--- config.mk ---
export PLATFORM = sky130hd
export DESIGN_NAME = serial_rx
export DESIGN_NICKNAME = d
export VERILOG_FILES = /design/src/rtl/srx_pkg.sv /design/src/rtl/srx_sync.sv /design/src/rtl/srx_start_det.sv /design/src/rtl/srx_fsm.sv /design/src/rtl/serial_rx.sv
export SDC_FILE = /design/constraint.sdc
export NUM_CORES = 1
export LEC_CHECK = 0
export BUFFER_PORTS_ARGS = -buffer_cell sky130_fd_sc_hd__buf_2
export CAP_MARGIN = 10
export CORE_ASPECT_RATIO = 0.6
export CORE_UTILIZATION = 61
export CTS_CLUSTER_DIAMETER = 60
export CTS_CLUSTER_SIZE = 8
export DETAILED_ROUTE_END_ITERATION = 16
export GPL_TIMING_DRIVEN = 0
export PLACE_DENSITY = 0.82
export REMOVE_ABC_BUFFERS = 1
export SETUP_SLACK_MARGIN = 0.5
export SYNTH_ARGS = -nofsm -noshare
export SYNTH_HDL_FRONTEND = slang
export SYNTH_SLANG_ARGS = --single-unit
--- constraint.sdc ---
create_clock -name clk -period 2.3 [get_ports clk]
set_input_delay 0.115 -clock clk [delete_from_list [all_inputs] [get_ports clk]]
set_output_delay 0.115 -clock clk [all_outputs]
set_load 0.03 [all_outputs]
--- src/rtl/srx_pkg.sv ---
package srx_pkg;

    typedef enum logic {
        DET_LEVEL = 1'b0,
        DET_EDGE  = 1'b1
    } det_mode_e;

    typedef enum logic [1:0] {
        ST_IDLE,
        ST_START,
        ST_DATA,
        ST_STOP
    } rx_state_e;

    function automatic logic maj3(input logic a, input logic b, input logic c);
        return (a & b) | (a & c) | (b & c);
    endfunction

endpackage

--- src/rtl/srx_sync.sv ---
module srx_sync #(
    parameter int STAGES = 2
) (
    input  logic clk,
    input  logic rst_n,
    input  logic din,
    output logic dout,
    output logic fall
);
    logic [STAGES-1:0] chain;
    logic              last;

    always_ff @(posedge clk or negedge rst_n) begin
        if (!rst_n) begin
            chain <= '1;
            last  <= 1'b1;
        end else begin
            chain <= {chain[STAGES-2:0], din};
            last  <= chain[STAGES-1];
        end
    end

    assign dout = chain[STAGES-1];
    assign fall = last & ~chain[STAGES-1];

endmodule

--- src/rtl/srx_start_det.sv ---
module srx_start_det
    import srx_pkg::*;
#(
    parameter det_mode_e MODE = DET_LEVEL
) (
    input  logic clk,
    input  logic rst_n,
    input  logic soft_rst,
    input  logic en,
    input  logic idle,
    input  logic line,
    input  logic fall,
    output logic start_req
);
    generate
        if (MODE == DET_LEVEL) begin : g_level
            logic pend;

            assign start_req = idle & en & (pend | ~line);

            always_ff @(posedge clk or negedge rst_n) begin
                if (!rst_n) begin
                    pend <= 1'b0;
                end else if (soft_rst) begin
                    pend <= 1'b0;
                end else if (start_req) begin
                    pend <= 1'b0;
                end else if (idle && !en && fall) begin
                    pend <= 1'b1;
                end
            end

            // a start seen while disabled stays pending until used or reset
            a_r10_pend_kept: assert property (@(posedge clk) disable iff (!rst_n)
                (pend && !en && !soft_rst) |=> pend);
        end else begin : g_edge
            assign start_req = idle & en & fall;

            // an enabled, idle receiver with a steady line never starts
            a_r11_no_level_start: assert property (@(posedge clk) disable iff (!rst_n)
                (idle && en && !line && !fall) |-> !start_req);
        end
    endgenerate

endmodule

--- src/rtl/srx_fsm.sv ---
module srx_fsm
    import srx_pkg::*;
#(
    parameter int OSR       = 16,
    parameter int DATA_BITS = 8
) (
    input  logic                 clk,
    input  logic                 rst_n,
    input  logic                 soft_rst,
    input  logic                 tick,
    input  logic                 line,
    input  logic                 start_req,
    output logic                 idle,
    output logic                 done,
    output logic                 frm_ok,
    output logic [DATA_BITS-1:0] data
);
    localparam int CNT_W = $clog2(OSR);
    localparam int IDX_W = (DATA_BITS > 1) ? $clog2(DATA_BITS) : 1;
    localparam logic [CNT_W-1:0] SMP_A    = CNT_W'(OSR / 2 - 2);
    localparam logic [CNT_W-1:0] SMP_B    = CNT_W'(OSR / 2 - 1);
    localparam logic [CNT_W-1:0] SMP_V    = CNT_W'(OSR / 2);
    localparam logic [CNT_W-1:0] CNT_LAST = CNT_W'(OSR - 1);
    localparam logic [IDX_W-1:0] IDX_LAST = IDX_W'(DATA_BITS - 1);

    rx_state_e            state, state_nx;
    logic [CNT_W-1:0]     cnt;
    logic [IDX_W-1:0]     idx;
    logic                 s_a, s_b;
    logic [DATA_BITS-1:0] shreg;
    logic                 at_a, at_b, at_vote, at_end, vote;

    assign at_a    = tick && (cnt == SMP_A);
    assign at_b    = tick && (cnt == SMP_B);
    assign at_vote = tick && (cnt == SMP_V);
    assign at_end  = tick && (cnt == CNT_LAST);
    assign vote    = maj3(s_a, s_b, line);
    assign idle    = (state == ST_IDLE);
    assign data    = shreg;

    always_comb begin
        state_nx = state;
        unique case (state)
            ST_IDLE:  if (start_req) state_nx = ST_START;
            ST_START: begin
                if (at_vote && vote)   state_nx = ST_IDLE;
                else if (at_end)       state_nx = ST_DATA;
            end
            ST_DATA:  if (at_end && idx == IDX_LAST) state_nx = ST_STOP;
            ST_STOP:  if (at_vote) state_nx = ST_IDLE;
        endcase
    end

    always_ff @(posedge clk or negedge rst_n) begin
        if (!rst_n)        state <= ST_IDLE;
        else if (soft_rst) state <= ST_IDLE;
        else               state <= state_nx;
    end

    always_ff @(posedge clk or negedge rst_n) begin
        if (!rst_n) begin
            cnt    <= '0;
            idx    <= '0;
            s_a    <= 1'b1;
            s_b    <= 1'b1;
            shreg  <= '0;
            done   <= 1'b0;
            frm_ok <= 1'b1;
        end else begin
            done <= (state == ST_STOP) && at_vote && !soft_rst;
            if (at_vote) frm_ok <= vote;
            if (at_a)    s_a <= line;
            if (at_b)    s_b <= line;
            if (soft_rst || state == ST_IDLE) begin
                cnt <= '0;
                idx <= '0;
            end else if (tick) begin
                cnt <= (cnt == CNT_LAST) ? '0 : cnt + 1'b1;
                if (state == ST_DATA && at_end) idx <= idx + 1'b1;
            end
            if (state == ST_DATA && at_vote) shreg <= {vote, shreg[DATA_BITS-1:1]};
        end
    end

    // a frame is only reported one cycle after a mid-bit baud strobe
    a_r3_vote_on_tick: assert property (@(posedge clk) disable iff (!rst_n)
        done |-> $past(tick));
    // completion is a single-cycle event
    a_r2_done_pulse: assert property (@(posedge clk) disable iff (!rst_n)
        done |=> !done);
    // a start rejected by the vote returns straight to idle
    a_r4_glitch_drop: assert property (@(posedge clk) disable iff (!rst_n)
        (state == ST_START && at_vote && vote && !soft_rst) |=> (state == ST_IDLE && !done));
    // soft reset leaves the machine idle with no report
    a_r12_soft_idle: assert property (@(posedge clk) disable iff (!rst_n)
        soft_rst |=> (state == ST_IDLE && !done));

endmodule

--- src/rtl/serial_rx.sv ---
module serial_rx
    import srx_pkg::*;
#(
    parameter det_mode_e START_MODE  = DET_LEVEL,
    parameter int        OSR         = 16,
    parameter int        DATA_BITS   = 8,
    parameter int        SYNC_STAGES = 2
) (
    input  logic                 clk,
    input  logic                 rst_n,
    input  logic                 rx_in,
    input  logic                 baud_tick,
    input  logic                 rx_en,
    input  logic                 soft_rst,
    input  logic                 rd_stb,
    input  logic                 err_clr,
    output logic [DATA_BITS-1:0] rx_data,
    output logic                 data_rdy,
    output logic                 overrun,
    output logic                 frame_err
);
    logic                 line, fall, start_req, idle, done, frm_ok;
    logic [DATA_BITS-1:0] frm_data;

    srx_sync #(.STAGES(SYNC_STAGES)) u_sync (
        .clk  (clk),
        .rst_n(rst_n),
        .din  (rx_in),
        .dout (line),
        .fall (fall)
    );

    srx_start_det #(.MODE(START_MODE)) u_det (
        .clk      (clk),
        .rst_n    (rst_n),
        .soft_rst (soft_rst),
        .en       (rx_en),
        .idle     (idle),
        .line     (line),
        .fall     (fall),
        .start_req(start_req)
    );

    srx_fsm #(.OSR(OSR), .DATA_BITS(DATA_BITS)) u_fsm (
        .clk      (clk),
        .rst_n    (rst_n),
        .soft_rst (soft_rst),
        .tick     (baud_tick),
        .line     (line),
        .start_req(start_req),
        .idle     (idle),
        .done     (done),
        .frm_ok   (frm_ok),
        .data     (frm_data)
    );

    always_ff @(posedge clk or negedge rst_n) begin
        if (!rst_n) begin
            rx_data   <= '0;
            data_rdy  <= 1'b0;
            overrun   <= 1'b0;
            frame_err <= 1'b0;
        end else if (soft_rst) begin
            rx_data   <= '0;
            data_rdy  <= 1'b0;
            overrun   <= 1'b0;
            frame_err <= 1'b0;
        end else if (done) begin
            rx_data   <= frm_data;
            data_rdy  <= 1'b1;
            overrun   <= data_rdy | (overrun & ~err_clr);
            frame_err <= ~frm_ok | (frame_err & ~err_clr);
        end else begin
            if (rd_stb) data_rdy <= 1'b0;
            if (err_clr) begin
                overrun   <= 1'b0;
                frame_err <= 1'b0;
            end
        end
    end

    // a completed frame always leaves data ready
    a_r2_ready: assert property (@(posedge clk) disable iff (!rst_n)
        (done && !soft_rst) |=> data_rdy);
    // completion over unread data raises overrun
    a_r7_overrun: assert property (@(posedge clk) disable iff (!rst_n)
        (done && data_rdy && !soft_rst) |=> overrun);
    // a read with no competing completion empties the register
    a_r6_read: assert property (@(posedge clk) disable iff (!rst_n)
        (rd_stb && !done && !soft_rst) |=> !data_rdy);
    // the framing flag only moves on completion, clear or soft reset
    a_r5_sticky: assert property (@(posedge clk) disable iff (!rst_n)
        (!done && !err_clr && !soft_rst) |=> $stable(frame_err));
    // soft reset empties data and flags
    a_r12_clear: assert property (@(posedge clk) disable iff (!rst_n)
        soft_rst |=> (!data_rdy && !overrun && !frame_err && rx_data == '0));
    // with the enable low and the receiver idle, nothing new is stored
    a_r9_quiet: assert property (@(posedge clk) disable iff (!rst_n)
        (!rx_en && idle) |=> !done);

endmodule

==> qor.log <==
INFO  power          pwr-share-comb=0.041
INFO  place          detailed_place_hpwl=2100um
INFO  setup_path     path_class=register to register
INFO  global_routing largest_net_degree_at_the_start_of_global_routing=37
INFO  global_routing global_route.usage.total=0.243
INFO  setup_path     startpoint_type=register
INFO  routing        drt_first_pass_iters=4
INFO  clocking       tritoncts=yes
INFO  routing        wl_per_cell=15.6um
INFO  layout         areaGrowthSynthToFinish=13.0%
INFO  routing        drt_iter0_markers=48
INFO  logic_synthesis asyncSetResetFlopFracSynth=1.00
INFO  setup_path     r2r-start=u_fsm.cnt[0]$_DFFE_PN0P_
INFO  power          p_total=1.15mW
INFO  sta            setup_tns=0ps
INFO  setup_path     slowest_stage=dfrtp_2
INFO  clocking       clock_insertion_delay_worst_skew=290ps
INFO  layout         n_antenna_cell=0
INFO  flow_run       max_cap_violations=0
INFO  sta            total_setup_violations_reported_at_the_end_of_the_flow=0
INFO  logic_synthesis cells_after_synth=144
INFO  floorplanning  fp.dieH=42.5um
INFO  layout         multiInputGateArea=691um2
INFO  sta            timing_worst_slew_pin_value=757ps
INFO  sta            slew-limit-headroom=0.495
INFO  power          power.sequential.fraction=0.567
INFO  global_routing grt_pass1_vias=1083
INFO  global_routing grt_antenna_before_repair=0
INFO  sta            report.final.slew_viol_count=0
INFO  run_status     status=finished clean
INFO  power          pwr_density_cell=610nW/um2
INFO  routing        postRouteWirelength=3080um
INFO  setup_path     timing.critical_path.fanout_max=7
INFO  clocking       cts_root_buffer=clkbuf_8
INFO  layout         final_cell_mix=dfrtp_1 (29), buf_2 (18), nor2_1 (13)
INFO  layout         regArea=910um2
INFO  hold_path      hp-class=primary input to register
INFO  global_routing grt_first_pass_wirelength=5220um
INFO  floorplanning  initial_core_util=0.656
INFO  sta            worst_clock_skew=7.77ps
INFO  layout         fillers=191
INFO  clocking       clkSinkCount=36
INFO  layout         final_common_cell=dfrtp_1
INFO  power          p_sw_frac=0.214
INFO  place          placed_cell_area=1750um2
INFO  setup_path     critical_path.max_stage_delay=440ps
INFO  logic_synthesis synth_enable_flop_cells=0
INFO  clocking       ctsHtreeMaxLevel=2
INFO  sta            period_share=0.744
INFO  clocking       cts_buffers=5
INFO  logic_synthesis synth_top_flop_cell=dfrtp_1
INFO  routing        antenna_violating_nets_post_route=0
INFO  floorplanning  floorplan.die.width=69.5um
INFO  floorplanning  fp-row-count=14
INFO  setup_path     path_cells=inv_2 -> ha_2 -> nand4b_4 -> nor3_4 -> buf_12 -> mux2_2
INFO  sta            period_needed=1710ps
INFO  power          p_sw=0.246mW
INFO  power          irDropWorstVdd=0.000439V
INFO  setup_path     startpoint=u_fsm.cnt[0]$_DFFE_PN0P_
INFO  layout         final_layout_size_suffix_gt1_frac=0.301
INFO  global_routing overflow=0
INFO  routing        vias=1113
INFO  floorplanning  core=2540um2
INFO  setup_path     cp-end-kind=register
INFO  logic_synthesis ys_seq_elements=36
INFO  place          place.port_buffers=18
INFO  logic_synthesis yosys.cell_types.count=35
INFO  routing        drcViolationCount=0
INFO  power          internal-power=0.902mW
INFO  logic_synthesis netlist_area=1670um2
INFO  sta            fmaxAchievable=584MHz
INFO  layout         final_area=1880um2
INFO  power          share_clk_of_total_power=0.392
INFO  clocking       cts-root-to-sink-buffers=2
INFO  logic_synthesis synth.yosys.warnings=0
INFO  power          power_leakage=0.866nW
INFO  sta            hold_viol_final=0
INFO  logic_synthesis ys_seq_area_frac=0.545
INFO  setup_path     cp_data_arrival_time=1880ps
INFO  logic_synthesis synth.avg_cell_area=11.6um2
INFO  setup_path     cp_data_required_time=2460ps
INFO  clocking       path_clk_slew=70ps
INFO  floorplanning  io-pin-count=19
INFO  layout         layout.nets=178
INFO  hold_path      worstHoldStart=rx_en
INFO  place          gp_routability_congestion=0.818
INFO  floorplanning  dieArea=2950um2
INFO  sta            rsz0062_at_grt=false
INFO  routing        viasPerCell=5.62
cell type report:
| class | instances | share of cell area |
|---|---|---|
| flip-flops and latches | 36 | 0.483 |
| multi-input cells | 95 | 0.367 |
| repair buffers | 21 | 0.0691 |
| clock buffers | 8 | 0.0478 |
| well taps | 32 | 0.0213 |
| inverters | 6 | 0.0120 |
timing repair:
| action | in CTS | in global routing |
|---|---|---|
| hold endpoints to repair | 31 | 0 |
| gates resized for setup | 0 | 3 |
| hold buffers | 2 | 0 |
| setup buffers | 0 | 1 |
| endpoints found under the setup margin | 0 | 8 |
registers in the layout, summed over array words and instances (netlist names):
| name | flops |
|---|---|
| u_fsm.frm_ok | 1 |
| rx_data | 8 |
| u_fsm.idx | 3 |
| u_det.g_level.pend | 1 |
| u_fsm.s_a | 1 |
| data_rdy | 1 |
| frame_err | 1 |
| u_fsm.s_b | 1 |
| u_sync.last | 1 |
| u_sync.chain | 2 |
| u_fsm.state | 2 |
| u_fsm.cnt | 4 |
| overrun | 1 |
| u_fsm.done | 1 |
| u_fsm.data | 8 |
metal layers:
metal | vias to the layer above | routed length [um] | GRT usage
met1 | 543 | 1500 | 0.331
met2 | 28 | 1430 | 0.359
li1 | 537 | - | -
met4 | 0 | 31 | 0.0816
met3 | 5 | 126 | 0.0962
met5 | - | 0 | 0
path summary, 6_finish.rpt:
path,cells after the start,end,slack [ps]
min,2,u_det.g_level.pend$_DFFE_PN0P_,30
min reg2reg,0,u_sync.chain[1]$_DFF_PN1_,360
max in group asynchronous,2,u_fsm.cnt[0]$_DFFE_PN0P_,1340
min in group asynchronous,2,u_fsm.cnt[2]$_DFFE_PN0P_,430
max reg2reg,6,u_fsm.data[6]$_DFFE_PN0P_,590
max,6,u_fsm.data[6]$_DFFE_PN0P_,590
worst max-delay path, delay by kind of cell, from the launching register on:
family | cells | cell delay, ps
DFF | 1 | 440
and+or+nand+nor | 2 | 370
muxes | 1 | 330
buffers and inverters | 2 | 240
adders and majority gates | 1 | 200
cells by family (layout without fill, tap and decap cells):
| group | after synthesis | in the layout | synth area share |
|---|---|---|---|
| fa+ha+maj | 6 | 6 | 0.0435 |
| xor+xnor | 1 | 1 | 0.00526 |
| buf+inv | 13 | 35 | 0.0420 |
| flops | 36 | 36 | 0.545 |
| mux | 20 | 20 | 0.127 |
| simple gates | 49 | 49 | 0.169 |
| compound gates | 19 | 19 | 0.0683 |
Yosys cell counts, types with 2 or more instances:
library cell,n,area (um2)
nand3_1,4,20.0
inv_1,5,18.8
nand2b_1,6,37.5
ha_1,5,62.6
o21ai_0,5,25.0
nor2_1,13,48.8
dfstp_2,6,158
a21oi_1,8,40.0
clkbuf_1,2,7.51
o32ai_1,2,17.5
nand2_1,12,45.0
buf_2,2,10.0
buf_6,2,22.5
dfrtp_1,30,751
mux2_2,9,101
nor2b_1,4,25.0
mux2i_1,11,110
through the flow:
step                      std cells  setup slack [ps]   util  hold slack (ps)
after floorplan                 137               730      -             -181
after global placement          187               563  0.689              221
after CTS                       197               525  0.732             20.7
after detailed placement        187               556  0.689              224
final                           198               589  0.741             31.0
after global routing            198               510  0.741             14.0
power by group through the flow:
| stage | logic, mW | clock network (mW) | registers [mW] |
|---|---|---|---|
| after detailed placement | 0.0448 | 0 | 0.662 |
| after CTS | 0.0476 | 0.464 | 0.650 |
| after global routing | 0.0535 | 0.493 | 0.651 |
| after global placement | 0.0431 | 0 | 0.661 |
| after floorplan | 0.0164 | 0 | 0.659 |
| final | 0.0473 | 0.450 | 0.651 |
Power figures use the tool's default switching activity.
